`config.mk`:
```
export PLATFORM = sky130hd
export DESIGN_NAME = disp_addr_scan
export DESIGN_NICKNAME = d
export VERILOG_FILES = /design/src/rtl/disp_addr_scan.sv
export SDC_FILE = /design/constraint.sdc
export NUM_CORES = 1
export LEC_CHECK = 0
export BUFFER_PORTS_ARGS = -buffer_cell sky130_fd_sc_hd__buf_2
export CAP_MARGIN = 20
export CORE_ASPECT_RATIO = 1.2
export CORE_MARGIN = 10
export CORE_UTILIZATION = 30
export CTS_CLUSTER_SIZE = 24
export DETAILED_ROUTE_END_ITERATION = 8
export SLEW_MARGIN = 20
export SYNTH_ARGS = -nofsm -noshare
export SYNTH_HDL_FRONTEND = slang
export SYNTH_SLANG_ARGS = --single-unit
```
`constraint.sdc`:
```
create_clock -name clk -period 4.6 [get_ports clk]
set_input_delay 0.69 -clock clk [delete_from_list [all_inputs] [get_ports clk]]
set_output_delay 0.69 -clock clk [all_outputs]
set_load 0.05 [all_outputs]
```
`src/rtl/disp_addr_scan.sv`:
```
module disp_addr_scan #(
  parameter int ADDR_W    = 7,
  parameter int SEG_COUNT = 120,
  parameter int WINDOW    = 96,
  localparam int COLS5    = SEG_COUNT / 5,
  localparam int COLS6    = SEG_COUNT / 6,
  localparam int COL_W    = $clog2(2 * COLS5)
) (
  input  logic              clk,
  input  logic              rst_n,
  input  logic [1:0]        line_mode,
  input  logic              font6,
  input  logic              scan_en,
  input  logic              shl_req,
  input  logic              shr_req,
  input  logic [1:0]        shift_line,
  output logic [ADDR_W-1:0] ram_addr,
  output logic [1:0]        line_idx,
  output logic [COL_W-1:0]  col_idx
);
  localparam int SUM_W = ADDR_W + 1;

  logic [1:0]        mode_q;
  logic              font_q;
  logic [COL_W-1:0]  col_q;
  logic [1:0]        line_q;
  logic [ADDR_W-1:0] off_q [4];

  logic              four, two, cfg_chg, mode_chg, do_shift, col_last;
  logic [2:0]        n_lines;
  logic [1:0]        last_line;
  logic [ADDR_W-1:0] span, base;
  logic [COL_W:0]    vis;
  logic [SUM_W-1:0]  sum, wrapped;

  assign four      = mode_q[1];
  assign two       = (mode_q == 2'b01);
  assign n_lines   = four ? 3'd4 : (two ? 3'd2 : 3'd1);
  assign last_line = four ? 2'd3 : (two ? 2'd1 : 2'd0);
  assign span      = four ? ADDR_W'(WINDOW / 4) : (two ? ADDR_W'(WINDOW / 2) : ADDR_W'(WINDOW));
  assign vis       = four ? (COL_W+1)'(font_q ? COLS6 : COLS5)
                          : (COL_W+1)'(font_q ? 2 * COLS6 : 2 * COLS5);
  assign base      = four ? (ADDR_W'(line_q) << (ADDR_W - 2))
                          : (two ? (ADDR_W'(line_q[0]) << (ADDR_W - 1)) : '0);

  assign mode_chg  = (line_mode != mode_q);
  assign cfg_chg   = mode_chg || (font6 != font_q);
  assign do_shift  = !cfg_chg && (shl_req ^ shr_req) && ({1'b0, shift_line} < n_lines);
  assign col_last  = ((COL_W+1)'(col_q) == vis - 1'b1);

  assign sum       = SUM_W'(col_q) + SUM_W'(off_q[line_q]);
  assign wrapped   = (sum >= SUM_W'(span)) ? sum - SUM_W'(span) : sum;
  assign ram_addr  = base + wrapped[ADDR_W-1:0];
  assign line_idx  = line_q;
  assign col_idx   = col_q;

  always_ff @(posedge clk) begin
    if (!rst_n) begin
      mode_q <= 2'b00;
      font_q <= 1'b0;
      col_q  <= '0;
      line_q <= '0;
    end else if (cfg_chg) begin
      mode_q <= line_mode;
      font_q <= font6;
      col_q  <= '0;
      line_q <= '0;
    end else if (scan_en) begin
      if (col_last) begin
        col_q  <= '0;
        line_q <= (line_q == last_line) ? 2'd0 : line_q + 2'd1;
      end else begin
        col_q <= col_q + 1'b1;
      end
    end
  end

  for (genvar gi = 0; gi < 4; gi++) begin : g_off
    always_ff @(posedge clk) begin
      if (!rst_n || mode_chg)
        off_q[gi] <= '0;
      else if (do_shift && shift_line == 2'(gi)) begin
        if (shl_req)
          off_q[gi] <= (off_q[gi] == span - 1'b1) ? '0 : off_q[gi] + 1'b1;
        else
          off_q[gi] <= (off_q[gi] == '0) ? span - 1'b1 : off_q[gi] - 1'b1;
      end
    end
  end

  AST_ADDR_IN_WINDOW: assert property (@(posedge clk) disable iff (!rst_n)
    (ram_addr >= base) && ((ram_addr - base) < span));
  AST_COL_BOUND: assert property (@(posedge clk) disable iff (!rst_n)
    (COL_W+1)'(col_q) < vis);
  AST_LINE_BOUND: assert property (@(posedge clk) disable iff (!rst_n)
    {1'b0, line_q} < n_lines);
  AST_HOLD_IDLE: assert property (@(posedge clk) disable iff (!rst_n)
    (!scan_en && !cfg_chg) |=> ($stable(col_q) && $stable(line_q)));
  AST_LEFT_WRAP: assert property (@(posedge clk) disable iff (!rst_n)
    (!cfg_chg && shl_req && !shr_req && shift_line == 2'd0 && off_q[0] == span - 1'b1)
    |=> (off_q[0] == '0));
  AST_RIGHT_WRAP: assert property (@(posedge clk) disable iff (!rst_n)
    (!cfg_chg && shr_req && !shl_req && shift_line == 2'd0 && off_q[0] == '0)
    |=> (off_q[0] == $past(span) - 1'b1));
  AST_BOTH_NOP: assert property (@(posedge clk) disable iff (!rst_n)
    (!cfg_chg && shl_req && shr_req) |=> $stable(off_q[0]));
  AST_CFG_RESTART: assert property (@(posedge clk) disable iff (!rst_n)
    cfg_chg |=> (col_q == '0 && line_q == '0));
endmodule

```
* After elaboration in Yosys (flattened, before gate mapping)
Memory sizes are Yosys's and may differ from the RTL's. A register that Yosys moved wholly into a read port is not among the register bits. Index checks and enable logic that the tools add are counted.
Storage, ports and cells: flip-flop bits (word level) 11, latch bits 0, memory bits (writable) 28, bits in read-only memories 0, output and inout port bits 15, logic and storage cells 121, memories 1
Cells by class: add/subtract/negate cells 15, multipliers 0, div/mod/pow operators 0, magnitude comparators 2, equality and inequality tests 12, shifts and indexed selects 0, multiplexer cells 60, bitwise operators 10, reductions and logical operators 17
Memory list:
- off_q | depth 4, width 7, rd ports 5, clocked after Yosys merged registers in 1, wr ports 4, line 27 | logic [ADDR_W-1:0] off_q [4];
Operators by type and width (number):
- two-way mux 7 bit | 21
- subtractor 7 x 1 -> 7 bit (second input constant) | 5
- two-way mux 1 bit | 29
- adder 7 x 1 -> 7 bit (second input constant) | 4
- equality test 7 bit | 4
- logical NOT 7 bit | 4
- two-way mux 6 bit | 2
- two-way mux 2 bit | 5
- adder 6 x 7 -> 8 bit | 1
- >= comparator 8 x 7 -> 1 bit | 1
- bitwise OR 1 bit | 8
- adder 7 bit | 1
- equality test 6 x 7 -> 1 bit | 1
- subtractor 6 x 1 -> 7 bit (second input constant) | 1
- subtractor 7 bit | 1
- adder 6 x 1 -> 6 bit (second input constant) | 1
- logical AND 1 bit | 6
- two-way mux 5 bit | 1
- equality test 2 x 1 -> 1 bit (second input constant) | 2
- equality test 2 bit (second input constant) | 2
- two-way mux 4 bit | 1
- < comparator 2 x 3 -> 1 bit | 1
- two-way mux 3 bit | 1
- adder 2 x 1 -> 2 bit (second input constant) | 1
- other kinds (10) | 12

* Depth between registers and ports, before layout
Gate-level depths: netlist of run 1.
depth after elaboration 11, gate-level depth with buffers 18

* Least setup slack after synthesis of run 1
Ideal clock, no wire load.
path kind register -> output, start register with a tool-made name, end output port ram_addr[6], arrival time 4.507 ns, path slack -0.597 ns, stages on the path, launching flop included 18, path buffers 1, cells stage by stage dfxtp_1 buf_2 mux4_2 ha_1 inv_1 fa_1 nor2b_1 o31ai_1 a21boi_0 ha_1 nor2b_1 o21a_1 o21ai_0 nand3_1 mux2_2 ha_1 xnor2_1 xnor2_1
RTL lines:
- end, declared | line 17 | output logic [ADDR_W-1:0] ram_addr,

==> run summary, run 1 <==
===============================================================================
Drt first pass iters                                                          5
Wirelength per Cell                                                     15.8 µm
Total power                                                             1180 µW
Worst R2R Path Depth                                                          8
Post-synthesis async set-or-reset flop share                                  0
Post-Syn Area per Cell                                                 8.50 µm²
Drt first-iter violations                                                   261
Area of the core                                                     0.0127 mm²
Row Count                                                                    45
Data required time at the worst endpoint                                3.91 ns
CP Capture Type                                                      output pin
Post-placement worst setup slack                                      -0.150 ns
Htree depth                                                                   2
Violated checks                                                    setup timing
Top library cells by usage in the layout, fill and taps aside      sky130_fd_sc_hd__nor2_1, sky130_fd_sc_hd__buf_4, sky130_fd_sc_hd__nand2_1
Reg clk slew, reported paths                                            0.06 ns
Synth Register Bits                                                          41
Count of buffers inserted at the top-level ports                             24
Fmax                                                                  0.214 GHz
RSZ-0062 raised after global routing                                        yes
Fin Clk Skew                                                         0.00263 ns
Number of max-slew violations in the final report                             0
Starting utilization of the core area                                     0.308
Worst Path Class, Setup                                            flip-flop to output pin
Total of endpoints with negative setup slack in the final report              1
Maximum vdd ir drop                                                    0.126 mV
Final min period                                                        4.68 ns
HPWL after DPL                                                          8090 µm
Crit path launch type                                                 flip-flop
Post-route DRC                                                                0
Number of warnings issued by yosys                                            0
Total congestion overflow                                                     0
Final critical-path share of the clock period                              1.02
Initial antenna violation count                                               0
Clock tree buffer depth                                                       2
Slowest cell on the critical path                                  sky130_fd_sc_hd__mux4_2
Latest clock arrival within the worst-skew pair                         0.30 ns
R2R Path Start                                                     mode_q[1]$_SDFFE_PN0P_
Number of antenna repair diodes                                               0
Most common cell after layout, fill and taps aside                 sky130_fd_sc_hd__nor2_1
Number of nets in the layout                                                549
Largest family of logic cells by synthesized area                  simple AND/OR/NAND/NOR gates
Post-Layout Inst Area                                               0.00480 mm²
Number of max-cap violations                                                  0
TritonCTS clock tree                                                       done
Most used DFF post-synth                                           sky130_fd_sc_hd__edfxtp_1
RR Endpoint                                                        off_q[0][1]$_DFFE_PP_
Cells traversed along the worst timing path                        mux4_2 > ha_4 > buf_4 > a211oi_2 > nor2_1 > o21a_1 > nor2_2 > xnor2_2 > ha_1 > nand4b_1 > nor2_1 > a31oi_1 > nand3_1 > mux2_4 > ha_4 > xnor2_4 > xnor2_4 > buf_6
Worst Hold Depth                                                              2
Global-route wire length before repair                                 17100 µm
Num ports                                                                    25
Synth-to-layout area growth                                               22.5%
Number of endpoints with negative hold slack in the final report              0
Slowest cell delay on critical path                                     0.54 ns
Number of buffers created by CTS                                              5
Die span in x                                                            124 µm
Post-synthesis xor/xnor area fraction                                     0.104
Average vias per placed instance                                           5.25
Count of fill cells added during filler insertion                          1275
Worst slew margin relative to its limit                                   0.334
Min Hold Slack                                                         0.558 ns
Placed cell areas                                                   0.00448 mm²
EDFF count, synth                                                            28
Run status                                                         complete, but fails checks
Post-synthesis instance area                                        0.00392 mm²
Synthesized Nets                                                            498
Critical path buffers and inverters                                           2
Leak                                                                 0.00192 µW
Worst path top cell family by delay                                multiplexers
Post-synthesis cell count                                                   461
Adder and majority gate portion of the synthesized area                  0.0901
Fraction of the mapped netlist area in compound gates                     0.168
Ratio of cells with drive above 1 in the final layout                     0.240
Die Y-Extent                                                             145 µm
Overall track demand over capacity in global routing                      0.115
GPL Wtd Cong                                                              0.869
Simple-gate share of the synthesized area                                 0.229
Sequential area share after synthesis                                     0.281
CTS Root Buffer Type                                               sky130_fd_sc_hd__clkbuf_16
Non-filler cells, final                                                     677
DP Cell Count                                                               662
Path category of the worst min-delay check                         flip-flop to flip-flop
Arrival time worst endpoint                                             3.99 ns
Total power density per cell area                                    246 mW/mm²
Pin count of the biggest net entering global routing                         42
Smallest setup slack after layout                                    -0.0816 ns
Flop-to-flop setup slack                                                1.94 ns
Worst hold start                                                   line_idx[0]$_SDFFE_PP0P_
Count of antenna-violating nets left after detailed routing                   0
Count of cell types in the netlist                                           69
Final Routed Wirelength                                                10700 µm
Routed via count                                                           3556
Number of global-route vias before repair                                  3446
TritonCTS sink count                                                         41
Highest net fanout along the worst path                                       5
Transition time at the pin with the least slew margin                  0.991 ns
Die area                                                             0.0180 mm²
Proportion of synthesized area in mux cells                              0.0751
===============================================================================
==> area by class of cell <==
class	count	area [µm²]	area share
clock inverters	3	21.3	0.00443
repair buffers	76	533	0.111
well taps	164	205	0.0428
flip-flops and latches	41	1100	0.230
clock buffers	5	125	0.0261
multi-input cells	369	2740	0.571
inverters	19	71.3	0.0149
==> registers in the layout, summed over array words and instances (netlist names), named ones only <==
name      flops
line_idx      2
off_q        28
font_q        1
col_idx       6
mode_q        2
==> worst max path at each step <==
stage / cells past startpoint / endpoint
global placement: 17 / ram_addr[6]
detailed placement: 17 / ram_addr[6]
global route: 18 / ram_addr[6]
floorplan: 17 / ram_addr[6]
CTS: 17 / ram_addr[6]
finish: 18 / ram_addr[6]
==> layer usage <==
| layer | up-vias | track usage | wire, µm |
|---|---|---|---|
| met3 | 16 | 0.0247 | 508 |
| met5 | - | 0 | 0 |
| met1 | 1712 | 0.125 | 4400 |
| met4 | 0 | 0.0519 | 244 |
| li1 | 1752 | - | - |
| met2 | 76 | 0.206 | 5520 |
==> through the flow <==
step / util / TNS [ns]
after CTS: 0.372 / -0.174
after floorplan: - / 0
after global placement: 0.352 / -0.0719
after global routing: 0.377 / -0.319
final: 0.377 / -0.0816
after detailed placement: 0.352 / -0.150
==> timing repair <==
item	in CTS	in global routing
setup endpoints to repair	2	4
buffers inserted	3	3
resized for setup	15	12
hold buffers	0	0
pin swaps	14	12
==> tightest hold or removal path, cell delays in order, from the launching register on <==
cell	delay, ns
sky130_fd_sc_hd__dfxtp_1	0.35
sky130_fd_sc_hd__nand2_1	0.07
sky130_fd_sc_hd__a21oi_1	0.09
==> cell families (layout without fill, tap and decap cells) <==
group	after synthesis	after routing
AND/OR/NAND/NOR	180	180
adder cells (fa/ha/maj)	27	27
buffers and inverters	51	103
AO/OA/AOI/OAI	97	97
multiplexers	20	20
XOR/XNOR	45	45
flip-flops	41	41
==> synth_stat cells, drive strengths merged, types with 8 or more instances <==
library cell | instances | area, µm²
nor2 | 66 | 250
nand2 | 33 | 124
edfxtp | 28 | 841
ha | 25 | 313
a21oi | 24 | 124
clkbuf | 24 | 91.3
xnor2 | 23 | 209
xor2 | 22 | 200
inv | 19 | 71.3
o21ai | 19 | 103
nand3 | 18 | 90.1
dfxtp | 13 | 260
nor2b | 10 | 62.6
nor3 | 9 | 45.0
buf | 8 | 42.5
mux2i | 8 | 80.1
==> report_power, final <==
part	switching (µW)	total, µW	internal, µW	leakage (µW)
logic	214	382	167	0.00141
registers	17.2	428	411	0.000434
clock network	168	371	202	0.0000702
No activity file was read; power rests on OpenSTA's default activity.
==> run 2, diff against run 1 <==
--- a/config.mk
+++ b/config.mk
@@ -5,6 +5,7 @@
 export SDC_FILE = /design/constraint.sdc
 export NUM_CORES = 1
 export LEC_CHECK = 0
+export ABC_AREA = 1
 export BUFFER_PORTS_ARGS = -buffer_cell sky130_fd_sc_hd__buf_2
 export CAP_MARGIN = 20
 export CORE_ASPECT_RATIO = 1.2
==> run summary, run 2 <==
===============================================================================
Worst hold start                                                   col_idx[0]$_SDFFE_PP0P_   was line_idx[0]$_SDFFE_PP0P_
Run status                                                         finished clean   was complete, but fails checks
Global-route wire length before repair                                 18500 µm   was 17100 µm
Worst R2R Path Depth                                                          9   was 8
CTS Root Buffer Type                                               sky130_fd_sc_hd__clkbuf_16   unchanged
Number of max-slew violations in the final report                             0   unchanged
Post-Syn Area per Cell                                                 6.85 µm²   was 8.50 µm²
Smallest setup slack after layout                                      0.107 ns   was -0.0816 ns
Crit path launch type                                                 flip-flop   unchanged
Critical path buffers and inverters                                           9   was 2
Arrival time worst endpoint                                             3.80 ns   was 3.99 ns
Fmax                                                                  0.223 GHz   was 0.214 GHz
Leak                                                                 0.00225 µW   was 0.00192 µW
Count of cell types in the netlist                                           42   was 69
Highest net fanout along the worst path                                       7   was 5
Die span in x                                                            127 µm   was 124 µm
Number of endpoints with negative hold slack in the final report              0   unchanged
Drt first-iter violations                                                   185   was 261
Worst path top cell family by delay                                simple AND/OR/NAND/NOR gates   was multiplexers
Number of antenna repair diodes                                               0   unchanged
Clock tree buffer depth                                                       2   unchanged
Count of buffers inserted at the top-level ports                             24   unchanged
TritonCTS sink count                                                         41   unchanged
Final min period                                                        4.49 ns   was 4.68 ns
Final Routed Wirelength                                                11600 µm   was 10700 µm
Final critical-path share of the clock period                             0.977   was 1.02
Die Y-Extent                                                             148 µm   was 145 µm
Worst Hold Depth                                                              2   unchanged
Count of fill cells added during filler insertion                          1393   was 1275
Initial antenna violation count                                               0   unchanged
Post-synthesis instance area                                        0.00409 mm²   was 0.00392 mm²
Wirelength per Cell                                                     14.1 µm   was 15.8 µm
Total power density per cell area                                    234 mW/mm²   was 246 mW/mm²
Data required time at the worst endpoint                                3.91 ns   about the same
Row Count                                                                    46   was 45
Area of the core                                                     0.0133 mm²   was 0.0127 mm²
Slowest cell on the critical path                                  sky130_fd_sc_hd__fa_2   was sky130_fd_sc_hd__mux4_2
Synth Register Bits                                                          41   unchanged
Number of warnings issued by yosys                                            0   unchanged
Num ports                                                                    25   unchanged
Post-synthesis cell count                                                   597   was 461
Average vias per placed instance                                           4.98   was 5.25
Total negative slack for setup checks                                      0 ns   was -0.0816 ns
Number of nets in the layout                                                692   was 549
Routed via count                                                           4107   was 3556
Most common cell after layout, fill and taps aside                 sky130_fd_sc_hd__nand2_1   was sky130_fd_sc_hd__nor2_1
Starting utilization of the core area                                     0.308   about the same
Largest Register                                                          off_q   unchanged
Post-Layout Inst Area                                               0.00497 mm²   was 0.00480 mm²
EDFF count, synth                                                            28   unchanged
Number of flip-flops under the largest register name                         28   unchanged
Stages on the worst setup path                                               28   was 18
Total of endpoints with negative setup slack in the final report              0   was 1
Overall track demand over capacity in global routing                      0.118   was 0.115
Slowest cell delay on critical path                                     0.37 ns   was 0.54 ns
Post-synthesis cell type with the largest combined area            sky130_fd_sc_hd__edfxtp_1   unchanged
Reg clk slew, reported paths                                            0.06 ns   about the same
Placed cell areas                                                   0.00453 mm²   was 0.00448 mm²
CP Capture Type                                                      output pin   unchanged
Pin count of the biggest net entering global routing                         17   was 42
TritonCTS clock tree                                                       done   unchanged
Htree depth                                                                   2   unchanged
Synthesized Nets                                                            634   was 498
R2R Path Start                                                     mode_q[1]$_SDFFE_PN0P_   unchanged
Post-synth top area share                                                 0.206   was 0.215
Die area                                                             0.0187 mm²   was 0.0180 mm²
GPL Wtd Cong                                                              0.910   was 0.869
Maximum vdd ir drop                                                    0.208 mV   was 0.126 mV
Transition time at the pin with the least slew margin                  0.499 ns   was 0.991 ns
Post-placement worst setup slack                                       0.166 ns   was -0.150 ns
Commonest cells post-synth                                         sky130_fd_sc_hd__nand2_1, sky130_fd_sc_hd__inv_1, sky130_fd_sc_hd__nor2_1   was sky130_fd_sc_hd__nor2_1, sky130_fd_sc_hd__nand2_1, sky130_fd_sc_hd__edfxtp_1
Sequential area share after synthesis                                     0.269   was 0.281
Worst Path Class, Setup                                            flip-flop to output pin   unchanged
Total congestion overflow                                                     0   unchanged
Path category of the worst min-delay check                         flip-flop to flip-flop   unchanged
Number of max-cap violations                                                  0   unchanged
Number of buffers inserted by hold repair at cts                              0   unchanged
Latest clock arrival within the worst-skew pair                         0.29 ns   was 0.30 ns
Most repeated cell in the gate-level netlist after synthesis       sky130_fd_sc_hd__nand2_1   was sky130_fd_sc_hd__nor2_1
Number of global-route vias before repair                                  3780   was 3446
Post-route DRC                                                                0   unchanged
Fin Clk Skew                                                         0.00824 ns   was 0.00263 ns
Post-synthesis async set-or-reset flop share                                  0   unchanged
HPWL after DPL                                                          8870 µm   was 8090 µm
Cell type with the highest occurrence count on the critical path   sky130_fd_sc_hd__nand2_1
Top library cells by usage in the layout, fill and taps aside      sky130_fd_sc_hd__nand2_1, sky130_fd_sc_hd__inv_1, sky130_fd_sc_hd__nor2_1   was sky130_fd_sc_hd__nor2_1, sky130_fd_sc_hd__buf_4, sky130_fd_sc_hd__nand2_1
Most used DFF post-synth                                           sky130_fd_sc_hd__edfxtp_1   unchanged
Drt first pass iters                                                          5   unchanged
Worst slew margin relative to its limit                                   0.666   was 0.334
Number of buffers created by CTS                                              5   unchanged
Count of antenna-violating nets left after detailed routing                   0   unchanged
Synth-to-layout area growth                                               21.4%   was 22.5%
Total power                                                             1160 µW   was 1180 µW
Ratio of cells with drive above 1 in the final layout                     0.216   was 0.240
Synth top area cells                                               sky130_fd_sc_hd__edfxtp_1, sky130_fd_sc_hd__nand2_1, sky130_fd_sc_hd__ha_1   was sky130_fd_sc_hd__edfxtp_1, sky130_fd_sc_hd__ha_1, sky130_fd_sc_hd__dfxtp_1
===============================================================================
run 2: cell type report:
cell class,instances,area [µm²],area share
clock inverters,2,35.0,0.00705
inverters,87,332,0.0667
repair buffers,63,430,0.0866
clock buffers,6,129,0.0259
well taps,168,210,0.0423
multi-input cells,457,2730,0.549
flip-flops and latches,41,1100,0.222
run 2: power breakdown:
| group | switching, µW | internal [µW] | total [µW] | leakage (µW) |
|---|---|---|---|---|
| Combinational | 209 | 116 | 325 | 0.00174 |
| Clock | 152 | 256 | 408 | 0.0000808 |
| Sequential | 19.4 | 409 | 428 | 0.000430 |
| Total | 381 | 781 | 1160 | 0.00225 |
run 2: cells by family after synthesis:
logic type	share of synthesized area
AO/OA/AOI/OAI	0.149
AND/OR/NAND/NOR	0.314
buffers and inverters	0.0942
flip-flops	0.269
XOR/XNOR	0.0878
adder cells (fa/ha/maj)	0.0862
run 2: what timing repair did:
item | 4_1_cts | 5_1_grt
buffers inserted | 3 | 14
cloned | 0 | 0
gates resized for setup | 6 | 43
pin swaps | 1 | 28
setup endpoints to repair | 1 | 3
run 2: path summary, 6_finish.rpt:
kind | endpoint | slack (ns)
worst max-delay path | ram_addr[6] | 0.11
worst min-delay path | col_idx[0]$_SDFFE_PP0P_ | 0.58
worst max register to register | off_q[1][5]$_DFFE_PP_ | 2.03
worst min register to register | col_idx[0]$_SDFFE_PP0P_ | 0.58
run 2: metal layers:
metal | vias to the layer above | track usage | share of wire
met1 | 1876 | 0.140 | 0.42
met2 | 130 | 0.213 | 0.51
li1 | 2078 | - | -
met3 | 23 | 0.0118 | 0.044
met4 | 0 | 0.0450 | 0.026
met5 | - | 0 | 0
run 2: stage by stage:
stage / hold WS (ns) / utilization / cells
after floorplan: 0.622 / - / 597
after global placement: 0.570 / 0.341 / 799
after detailed placement: 0.571 / 0.341 / 799
after CTS: 0.583 / 0.355 / 810
after global routing: 0.605 / 0.374 / 824
final: 0.584 / 0.374 / 824
run 2: worst reg2reg max path, cell delays in order (launching register included):
cell,delay (ns)
sky130_fd_sc_hd__dfxtp_1,0.37
sky130_fd_sc_hd__buf_4,0.30
sky130_fd_sc_hd__inv_2,0.21
sky130_fd_sc_hd__nand2_2,0.27
sky130_fd_sc_hd__ha_1,0.29
sky130_fd_sc_hd__nand3_1,0.09
sky130_fd_sc_hd__nand2_2,0.09
sky130_fd_sc_hd__nor2_8,0.19
sky130_fd_sc_hd__nand3_4,0.13
sky130_fd_sc_hd__nand2_1,0.29
==> run 3, diff against run 2 <==
--- a/config.mk
+++ b/config.mk
@@ -13,6 +13,7 @@
 export CORE_UTILIZATION = 30
 export CTS_CLUSTER_SIZE = 24
 export DETAILED_ROUTE_END_ITERATION = 8
+export PLACE_DENSITY = 0.47
 export SLEW_MARGIN = 20
 export SYNTH_ARGS = -nofsm -noshare
 export SYNTH_HDL_FRONTEND = slang
==> run summary, run 3 (synthesis results as in run 2) <==
===============================================================================
Global-route wire length before repair                                 19800 µm   was 18500 µm
Sequential share of power                                                 0.374   was 0.369
RR Endpoint                                                        off_q[0][5]$_DFFE_PP_   was off_q[1][5]$_DFFE_PP_
Pin count of the biggest net entering global routing                         17   unchanged
Htree depth                                                                   2   unchanged
Flop-to-flop setup slack                                                1.95 ns   was 2.03 ns
Area of the core                                                     0.0133 mm²   unchanged
Largest Register                                                          off_q   unchanged
Die span in x                                                            127 µm   unchanged
Data required time at the worst endpoint                                3.91 ns   about the same
Starting utilization of the core area                                     0.308   unchanged
Initial antenna violation count                                               0   unchanged
Fin Clk Skew                                                          0.0102 ns   was 0.00824 ns
DP Cell Count                                                               803   was 799
RSZ-0062 raised after global routing                                        yes
Number of buffers inserted by hold repair at cts                              0   unchanged
CTS Root Buffer Type                                               sky130_fd_sc_hd__clkbuf_16   unchanged
CP Capture Type                                                      output pin   unchanged
Total congestion overflow                                                     0   unchanged
Run status                                                         finished clean   unchanged
Count of buffers inserted at the top-level ports                             24   unchanged
Final min period                                                        4.48 ns   was 4.49 ns
Cell type with the highest occurrence count on the critical path   sky130_fd_sc_hd__inv_2   was sky130_fd_sc_hd__nand2_1
Top library cells by usage in the layout, fill and taps aside      sky130_fd_sc_hd__nand2_1, sky130_fd_sc_hd__inv_1, sky130_fd_sc_hd__nor2_1   unchanged
Die Y-Extent                                                             148 µm   unchanged
Routed via count                                                           3980   was 4107
Switching power                                                          408 µW   was 381 µW
Worst path top cell family by delay                                 adder cells   was simple AND/OR/NAND/NOR gates
Count of antenna-violating nets left after detailed routing                   0   unchanged
Sw Ratio                                                                  0.357   was 0.328
GPL Wtd Cong                                                              0.911   was 0.910
Overall track demand over capacity in global routing                      0.129   was 0.118
Synth-to-layout area growth                                               22.0%   was 21.4%
Drt first pass iters                                                          4   was 5
Arrival time worst endpoint                                             3.79 ns   was 3.80 ns
Latest clock arrival within the worst-skew pair                         0.30 ns   was 0.29 ns
Number of buffers created by CTS                                              5   unchanged
Internal power                                                           733 µW   was 781 µW
Crit path launch type                                                 flip-flop   unchanged
Total power density per cell area                                    229 mW/mm²   was 234 mW/mm²
Wirelength per Cell                                                     14.9 µm   was 14.1 µm
Maximum vdd ir drop                                                    0.118 mV   was 0.208 mV
Average vias per placed instance                                           4.82   was 4.98
Highest net fanout along the worst path                                       4   was 7
Clock network fraction of total power                                     0.330   was 0.351
Worst Path Class, Setup                                            flip-flop to output pin   unchanged
Worst slew margin relative to its limit                                   0.571   was 0.666
Row Count                                                                    46   unchanged
Path category of the worst min-delay check                         flip-flop to flip-flop   unchanged
Hold-critical path endpoint                                        col_idx[0]$_SDFFE_PP0P_   unchanged
Ratio of cells with drive above 1 in the final layout                     0.222   was 0.216
Slowest cell delay on critical path                                     0.36 ns   was 0.37 ns
Final Routed Wirelength                                                12300 µm   was 11600 µm
Worst R2R Path Depth                                                          9   unchanged
Post-route DRC                                                                0   unchanged
Clock tree buffer depth                                                       2   unchanged
Critical path buffers and inverters                                           7   was 9
Leak                                                                 0.00225 µW   about the same
Transition time at the pin with the least slew margin                  0.641 ns   was 0.499 ns
Fmax                                                                  0.223 GHz   about the same
TritonCTS sink count                                                         41   unchanged
Number of endpoints with negative hold slack in the final report              0   unchanged
R2R Path Start                                                     mode_q[1]$_SDFFE_PN0P_   unchanged
Core utilization of the finished layout                                   0.375   was 0.374
Count of fill cells added during filler insertion                          1408   was 1393
Final critical-path share of the clock period                             0.973   was 0.977
Drt first-iter violations                                                   232   was 185
Num ports                                                                    25   unchanged
Worst Hold Depth                                                              2   unchanged
Number of max-cap violations                                                  0   unchanged
Die area                                                             0.0187 mm²   unchanged
Number of nets in the layout                                                693   was 692
HPWL after DPL                                                          9560 µm   was 8870 µm
Reg clk slew, reported paths                                            0.08 ns   was 0.06 ns
Worst hold start                                                   col_idx[0]$_SDFFE_PP0P_   unchanged
Total of endpoints with negative setup slack in the final report              0   unchanged
Number of max-slew violations in the final report                             0   unchanged
Slowest cell on the critical path                                  sky130_fd_sc_hd__edfxtp_1   was sky130_fd_sc_hd__fa_2
Number of global-route vias before repair                                  3925   was 3780
Combinational share of power                                              0.296   was 0.280
Most common cell after layout, fill and taps aside                 sky130_fd_sc_hd__nand2_1   unchanged
Number of flip-flops under the largest register name                         28   unchanged
Non-filler cells, final                                                     825   was 824
Number of antenna repair diodes                                               0   unchanged
TritonCTS clock tree                                                       done   unchanged
Total negative slack for setup checks                                      0 ns   unchanged
===============================================================================
## run 3: changes by cell type in the layout (fill, tap and decap cells not counted), sizes merged
cell and delta:
clkbuf -1, clkinv -1, bufinv -1, buf +1, inv +2, clkinvlp +1
## run 3: power groups by stage
stage          combinational [µW]  clock [µW]  sequential (µW)
2_1_floorplan                 222           0              431
3_3_place_gp                  306           0              434
3_5_place_dp                  306           0              434
4_1_cts                       318         384              426
5_1_grt                       376         399              429
6_report                      338         376              426
## run 3: area by class of cell
| class | count | area (µm²) | area share |
|---|---|---|---|
| clock buffer | 5 | 125 | 0.0251 |
| clock inverter | 3 | 20.0 | 0.00401 |
| inverter | 87 | 329 | 0.0659 |
| multi-input combinational | 457 | 2770 | 0.554 |
| sequential | 41 | 1100 | 0.221 |
| tap | 168 | 210 | 0.0421 |
| timing repair buffer | 64 | 438 | 0.0878 |
## run 3: worst reg2reg max path, cell delays in order, from the launching register on
cell and delay, ns:
sky130_fd_sc_hd__dfxtp_1 0.38, sky130_fd_sc_hd__buf_4 0.30, sky130_fd_sc_hd__inv_2 0.21, sky130_fd_sc_hd__nand2_2 0.28, sky130_fd_sc_hd__ha_1 0.29, sky130_fd_sc_hd__nand3_1 0.09
sky130_fd_sc_hd__nand2_2 0.09, sky130_fd_sc_hd__nor2_8 0.20, sky130_fd_sc_hd__nand3_4 0.14, sky130_fd_sc_hd__nand2_1 0.32
## run 3: timing repair
action | in CTS | in global routing
setup endpoints to repair | 2 | 3
setup buffers | 6 | 8
pin swaps | 5 | 24
resized for setup | 20 | 30
## run 3: how the worst max path moves through the flow
stage | startpoint | end | slack (ns) | depth (start not counted)
finish | off_q[1][0]$_DFFE_PP_ | ram_addr[6] | 0.12 | 27
global route | off_q[1][0]$_DFFE_PP_ | ram_addr[6] | -0.17 | 27
CTS | flip-flop | ram_addr[6] | 0.02 | 25
detailed placement | flip-flop | ram_addr[6] | -0.03 | 25
global placement | flip-flop | ram_addr[6] | 0.10 | 25
floorplan | flip-flop | ram_addr[6] | 0.08 | 24
## run 3: stage by stage
step	total power (µW)	area, µm²	setup slack, ns	hold WS, ns
2_1_floorplan	652	4090	0.0796	0.622
3_3_place_gp	740	4560	0.104	0.557
3_5_place_dp	740	4560	-0.0330	0.567
4_1_cts	1130	4810	0.0210	0.580
5_1_grt	1200	4990	-0.173	0.629
6_report	1140	4990	0.125	0.576
## run 3: metal layers
metal	track usage	up-vias	wire length (µm)
li1	-	2077	-
met1	0.151	1834	5490
met2	0.230	52	6210
met3	0.0222	17	378
met4	0.0410	0	231
met5	0	-	0
